--- src/rtl/sis_pkg.sv ---
package sis_pkg;
  typedef enum logic [1:0] {
    ST_SAFE  = 2'd0,
    ST_ARMED = 2'd1,
    ST_RUN   = 2'd2,
    ST_FAULT = 2'd3
  } sup_state_t;

  localparam int CAUSE_W      = 8;
  localparam int C_ESTOP      = 0;
  localparam int C_CURT_DISC  = 1;
  localparam int C_DOOR_DISC  = 2;
  localparam int C_CURT_OPEN  = 3;
  localparam int C_DOOR_OPEN  = 4;
  localparam int C_HB_LOST    = 5;
  localparam int C_HOST_STOP  = 6;
  localparam int C_OVER_TEMP  = 7;
endpackage

--- src/rtl/sis_sync.sv ---
module sis_sync #(
  parameter int W      = 1,
  parameter int STAGES = 2
) (
  input  logic         clk,
  input  logic         rst,
  input  logic [W-1:0] din,
  output logic [W-1:0] dout
);
  logic [W-1:0] stg [STAGES];

  for (genvar g = 0; g < STAGES; g++) begin : g_stage
    always_ff @(posedge clk) begin
      if (rst) stg[g] <= '0;
      else if (g == 0) stg[g] <= din;
      else stg[g] <= stg[(g == 0) ? 0 : g-1];
    end
  end

  assign dout = stg[STAGES-1];
endmodule

--- src/rtl/sis_pair_check.sv ---
module sis_pair_check #(
  parameter int DISC_CYCLES = 8
) (
  input  logic clk,
  input  logic rst,
  input  logic ch_a,
  input  logic ch_b,
  output logic open_o,
  output logic disc_o
);
  localparam int CW = $clog2(DISC_CYCLES + 1);
  localparam logic [CW-1:0] LIMIT = CW'(DISC_CYCLES);

  logic [CW-1:0] cnt;

  always_ff @(posedge clk) begin
    if (rst) cnt <= '0;
    else if (ch_a == ch_b) cnt <= '0;
    else if (cnt != LIMIT) cnt <= cnt + CW'(1);
  end

  assign open_o = !(ch_a && ch_b);
  assign disc_o = (cnt == LIMIT);


  agree_clears_disc_chk: assert property (@(posedge clk) disable iff (rst)
    (ch_a == ch_b) |=> !disc_o);
endmodule

--- src/rtl/sis_hb_monitor.sv ---
module sis_hb_monitor #(
  parameter int TIMEOUT = 40
) (
  input  logic clk,
  input  logic rst,
  input  logic hb,
  output logic lost_o
);
  localparam int CW = $clog2(TIMEOUT + 1);
  localparam logic [CW-1:0] LIMIT = CW'(TIMEOUT);

  logic          hb_q;
  logic          hb_edge;
  logic [CW-1:0] cnt;

  assign hb_edge = hb ^ hb_q;

  always_ff @(posedge clk) begin
    if (rst) begin
      hb_q <= 1'b0;
      cnt  <= LIMIT;
    end else begin
      hb_q <= hb;
      if (hb_edge) cnt <= '0;
      else if (cnt != LIMIT) cnt <= cnt + CW'(1);
    end
  end

  assign lost_o = (cnt == LIMIT);


  edge_revives_chk: assert property (@(posedge clk) disable iff (rst)
    hb_edge |=> !lost_o);
endmodule

--- src/rtl/safety_enable_supervisor.sv ---
module safety_enable_supervisor
  import sis_pkg::*;
#(
  parameter int HB_TIMEOUT_CYC = 3750000,
  parameter int DISC_CYCLES    = 12500,
  parameter int SYNC_STAGES    = 2
) (
  input  logic               clk,
  input  logic               rst,
  input  logic               estop_in,
  input  logic               curtain_a,
  input  logic               curtain_b,
  input  logic               door_a,
  input  logic               door_b,
  input  logic               over_temp,
  input  logic               hb_toggle,
  input  logic               arm_cmd,
  input  logic               host_stop,
  input  logic               fault_clear,
  output logic               gate_enable,
  output logic               brake_req,
  output logic [CAUSE_W-1:0] fault_cause
);
  localparam int NIN   = 10;
  localparam int NPAIR = 2;

  logic [NIN-1:0] raw_vec, s_vec;
  logic s_estop, s_ot, s_hb, s_arm, s_hstop, s_fclr;
  logic [NPAIR-1:0] pa, pb, pr_open, pr_disc;
  logic hb_lost;
  logic arm_q, arm_rise;
  logic [CAUSE_W-1:0] cause_now, cause_q;
  logic healthy;
  sup_state_t state, nst;

  assign raw_vec = {fault_clear, host_stop, arm_cmd, hb_toggle, over_temp,
                    door_b, door_a, curtain_b, curtain_a, estop_in};

  sis_sync #(.W(NIN), .STAGES(SYNC_STAGES)) i_sync (
    .clk(clk), .rst(rst), .din(raw_vec), .dout(s_vec)
  );

  assign s_estop = s_vec[0];
  assign pa      = {s_vec[3], s_vec[1]};
  assign pb      = {s_vec[4], s_vec[2]};
  assign s_ot    = s_vec[5];
  assign s_hb    = s_vec[6];
  assign s_arm   = s_vec[7];
  assign s_hstop = s_vec[8];
  assign s_fclr  = s_vec[9];

  // pair 0 = light curtain, pair 1 = door switch
  for (genvar g = 0; g < NPAIR; g++) begin : g_pair
    sis_pair_check #(.DISC_CYCLES(DISC_CYCLES)) i_pair (
      .clk(clk), .rst(rst), .ch_a(pa[g]), .ch_b(pb[g]),
      .open_o(pr_open[g]), .disc_o(pr_disc[g])
    );
  end

  sis_hb_monitor #(.TIMEOUT(HB_TIMEOUT_CYC)) i_hb (
    .clk(clk), .rst(rst), .hb(s_hb), .lost_o(hb_lost)
  );

  always_ff @(posedge clk) begin
    if (rst) arm_q <= 1'b0;
    else     arm_q <= s_arm;
  end
  assign arm_rise = s_arm && !arm_q;

  always_comb begin
    cause_now              = '0;
    cause_now[C_ESTOP]     = s_estop;
    cause_now[C_CURT_DISC] = pr_disc[0];
    cause_now[C_DOOR_DISC] = pr_disc[1];
    cause_now[C_CURT_OPEN] = pr_open[0];
    cause_now[C_DOOR_OPEN] = pr_open[1];
    cause_now[C_HB_LOST]   = hb_lost;
    cause_now[C_HOST_STOP] = s_hstop;
    cause_now[C_OVER_TEMP] = s_ot;
  end
  assign healthy = (cause_now == '0);

  always_comb begin
    nst = state;
    unique case (state)
      ST_SAFE:  if (healthy) nst = ST_ARMED;
      ST_ARMED: if (!healthy) nst = ST_SAFE;
                else if (arm_rise) nst = ST_RUN;
      ST_RUN:   if (!healthy) nst = ST_FAULT;
      ST_FAULT: if (s_fclr) nst = ST_SAFE;
      default:  nst = ST_SAFE;
    endcase
  end

  always_ff @(posedge clk) begin
    if (rst) begin
      state       <= ST_SAFE;
      gate_enable <= 1'b0;
      brake_req   <= 1'b1;
      cause_q     <= '0;
    end else begin
      state       <= nst;
      gate_enable <= (nst == ST_RUN);
      brake_req   <= (nst != ST_RUN);
      if (state == ST_FAULT && s_fclr) cause_q <= '0;
      else if (state == ST_FAULT || (state == ST_RUN && !healthy))
        cause_q <= cause_q | cause_now;
    end
  end

  assign fault_cause = cause_q;


  enable_needs_arm_edge_chk: assert property (@(posedge clk) disable iff (rst)
    $rose(gate_enable) |-> $past(arm_rise));

  unhealthy_drops_enable_chk: assert property (@(posedge clk) disable iff (rst)
    (gate_enable && !healthy) |=> (!gate_enable && brake_req));

  estop_drops_enable_chk: assert property (@(posedge clk) disable iff (rst)
    s_estop |=> !gate_enable);

  fault_has_cause_chk: assert property (@(posedge clk) disable iff (rst)
    (state == ST_FAULT) |-> (cause_q != '0));
endmodule

--- config.mk ---
export PLATFORM = sky130hd
export DESIGN_NAME = safety_enable_supervisor
export DESIGN_NICKNAME = d
export VERILOG_FILES = /design/src/rtl/sis_pkg.sv /design/src/rtl/sis_sync.sv /design/src/rtl/sis_pair_check.sv /design/src/rtl/sis_hb_monitor.sv /design/src/rtl/safety_enable_supervisor.sv
export SDC_FILE = /design/constraint.sdc
export NUM_CORES = 1
export LEC_CHECK = 0
export CAP_MARGIN = 20
export CORE_MARGIN = 5
export CORE_UTILIZATION = 30
export CTS_CLUSTER_DIAMETER = 50
export CTS_CLUSTER_SIZE = 30
export DETAILED_ROUTE_END_ITERATION = 10
export REMOVE_ABC_BUFFERS = 1
export SYNTH_ARGS = -nofsm -noshare
export SYNTH_HDL_FRONTEND = slang
export SYNTH_SLANG_ARGS = --single-unit
--- constraint.sdc ---
create_clock -name clk -period 2.54 [get_ports clk]
set_input_delay 0.635 -clock clk [delete_from_list [all_inputs] [get_ports clk]]
set_output_delay 0.635 -clock clk [all_outputs]
set_load 0.01 [all_outputs]
==> results by group <==
Outcome
  • Outcome: completed

STA
  • Final setup fails: 0
  • Endpoints failing hold: 0
  • Peak Freq: ~520 MHz
  • Final TNS setup: 0 ns
  • Final slew viol count: 0
  • Minimum clock period: 1.935 ns
  • Clk_skew: approximately 0.0034 ns
  • Worst hold slack: ~0.43 ns
  • Final worst slack: about 0.6 ns
  • Max transition margin: 58.85%
  • RSZ-0062 raised after global routing: false
  • Final period util: about three quarters
  • Worst Tran Pin Value: around 0.62 ns

Pwr
  • Maximum vdd drop: 0.0003753 V
  • Cell Int Power: around 2.4 mW
  • Sw Pwr: about 0.57 mW
  • Sw frac: approximately a fifth
  • Combinational Power Share: 4.4%
  • Final Power: just under 3 mW
  • P_leak: ~1.4 nW
  • Reg power frac: around 47%
  • Pwr dens: 722.1 mW/mm2
  • Clock group share of total power: just under 50%

Run
  • Max cap viols: 0

Synth
  • Synth area leaders: dfxtp_1, xor2_1, nor2_1
  • Cells after Synth: 364
  • Synth top cells by count: dfxtp_1, nor2_1, nand2_1
  • Post-synth EDFFs: 0
  • Synth area leader: dfxtp_1
  • Sequential share of the synthesized area: about half
  • Synth warnings: 0
  • Main synth FF type: dfxtp_1
  • Ys async rst share: 0%
  • Synth cell types: 37
  • Yosys reg bits: 84
  • Synthesized area per cell: 9.329 um2
  • Mapped Area: ~0.0034 mm2
  • Most common cell in the netlist: dfxtp_1
  • Yosys top cell area share: 49.52%

Clocking
  • TritonCTS clock tree: done
  • Sink Count: 84
  • Cts bufs inserted: 9
  • Maximum root-to-sink buffer count: 2
  • Hold_buf cts: 0
  • Clock Pin Slew Worst Setup and Hold Paths: roughly 0.06 ns
  • Root Driver: clkbuf_16
  • Post-cts gate resize count: 0
  • H-Tree Depth: 3
  • Worst skew pair latency: between 0.3 and 0.4 ns
  • Postcts setup bufs: 0

Floorplan
  • Initial core utilization: a little under a third
  • Std cell rows: 38
  • Die area: between 0.01 and 0.015 mm2
  • I/O pin total: 22
  • Horiz. Die Dim: 116.4 um
  • CORE AREA: between 0.01 and 0.015 mm2
  • Die Ht: roughly 120 um

Placed design
  • Post-DP HPWL: around 4500 um
  • Port Buffers: 21
  • Post-placement cell area: approximately 0.0038 mm2
  • Pre-CTS WS: roughly 0.32 ns
  • Routability cong.: roughly 0.85

Drt
  • Router iterations before antenna repair: 4
  • Avg WL per Cell: approximately 12 um
  • Antenna viol nets, final: 0
  • Initial DRC count: 158
  • DRC: 0
  • Final wirelength: 6208 um
  • Vias per Instance: between 4 and 5
  • Vias: ~2.5k

Critical path
  • Crit path launch: i_hb.cnt[0]
  • RR Startpoint: i_hb.cnt[0]
  • Crit Path Max Fanout: 4
  • Crit end category: register
  • Required @ worst endpoint: 2.76 ns
  • Crit path kind: reg -> reg
  • Arr. time, crit path: roughly 2.2 ns
  • Reg2Reg Depth: 7
  • CP startpoint kind: register

Final layout
  • Share of cells above drive strength 1: about 6.6%
  • Cell area after layout: around 0.004 mm2
  • Nets: just over 400
  • Antenna fix cells: 0
  • Fillers: about 1.1k
  • Synthesis-to-layout area growth: 20.27%

Global route
  • Initial antenna violation count: 0
  • First-pass GRT wire length: roughly 11000 um
  • Total grt overflow: 0
  • Vias in the first global route: around 2.4k
  • Largest net degree at the start of global routing: 20
  • Total GRT Usage: about a tenth

Worst hold path
  • Type of the worst min-delay path: reg -> reg
  • Worst Hold Depth: 1
  • Hold path startpoint: i_sync.stg[0][0]
state kept, by name, indices dropped and copies added, names as in the netlist:
signal             count
g_pair.i_pair.cnt     28
i_hb.cnt              22
i_sync.stg            20
fault_cause            8
state                  2
arm_q                  1
brake_req              1
gate_enable            1
i_hb.hb_q              1
cells in the final DEF, fill, tap and decap left out, types with 2 or more instances in the layout:
cell type / instances
dfxtp_1: 84
nor2_1: 42
nand2_1: 24
nor2b_1: 22
xor2_1: 21
clkdlybuf4s50_1: 21
a21oi_1: 19
xnor2_1: 18
nand3_1: 15
inv_1: 12
o21bai_1: 10
nor3_1: 9
clkbuf_16: 9
and3_1: 8
nand4_1: 8
ha_1: 8
o21ai_0: 7
nor4_1: 7
nand2b_1: 6
or3_1: 6
or4b_1: 4
mux2i_1: 3
and4_1: 3
bufinv_16: 3
buf_4: 3
or4_4: 2
or2_2: 2
clkbuf_1: 2
clkinv_2: 2
per-layer routing:
| metal | up-vias | GRT usage [%] | wire [um] |
|---|---|---|---|
| li1 | 1276 | - | - |
| met1 | 1131 | 12.48 | 2945 |
| met2 | 31 | 16.63 | 2879 |
| met3 | 12 | 2.383 | 195 |
| met4 | 0 | 6.574 | 189 |
| met5 | - | 0 | 0 |
layout make-up:
| cell class | instances | area [um2] | share of cell area [%] |
|---|---|---|---|
| Multi-Input combinational cell | 255 | 1608 | 39.37 |
| Sequential cell | 84 | 1682 | 41.18 |
| Timing Repair Buffer | 24 | 232.7 | 5.699 |
| Clock buffer | 11 | 232.7 | 5.699 |
| Tap cell | 140 | 175.2 | 4.289 |
| Inverter | 13 | 53.80 | 1.317 |
| Clock inverter | 5 | 100.1 | 2.451 |
stage by stage:
step / util [%] / cells
final: 37.18 / 532
after floorplan: - / 352
after global routing: 37.18 / 532
after CTS: 37.18 / 532
after global placement: 34.15 / 516
after detailed placement: 34.15 / 516
final timing paths:
kind / endpoint / slack [ns]
hold / removal: i_sync.stg[1][0] / 0.43
setup reg to reg: brake_req / 0.60
setup / recovery: brake_req / 0.60
hold reg to reg: i_sync.stg[1][0] / 0.43
logic make-up after synthesis:
| group | synth area share (%) |
|---|---|
| AOI/OAI and AO/OA | 7.001 |
| xor gates and xnor gates | 10.06 |
| adders and majority gates | 2.948 |
| buffers and inverters | 3.132 |
| DFF | 49.52 |
| muxes | 0.8843 |
| and+or+nand+nor | 26.46 |
worst max-delay path, stage by stage (launching register included):
cell	delay, ns
dfxtp_1	0.37
inv_1	0.08
ha_1	0.19
nor4bb_1	0.14
nand4_1	0.09
nor3_1	0.09
or4_4	0.58
a211o_1	0.29
power groups by stage:
stage               Sequential (mW)  Clock, mW  Combinational (mW)
global placement               1.41          0               0.128
floorplan                      1.40          0              0.0831
finish                         1.38       1.44               0.130
global route                   1.38       1.54               0.149
CTS                            1.38       1.48               0.133
detailed placement             1.41          0               0.132
Power figures use the tool's default switching activity.
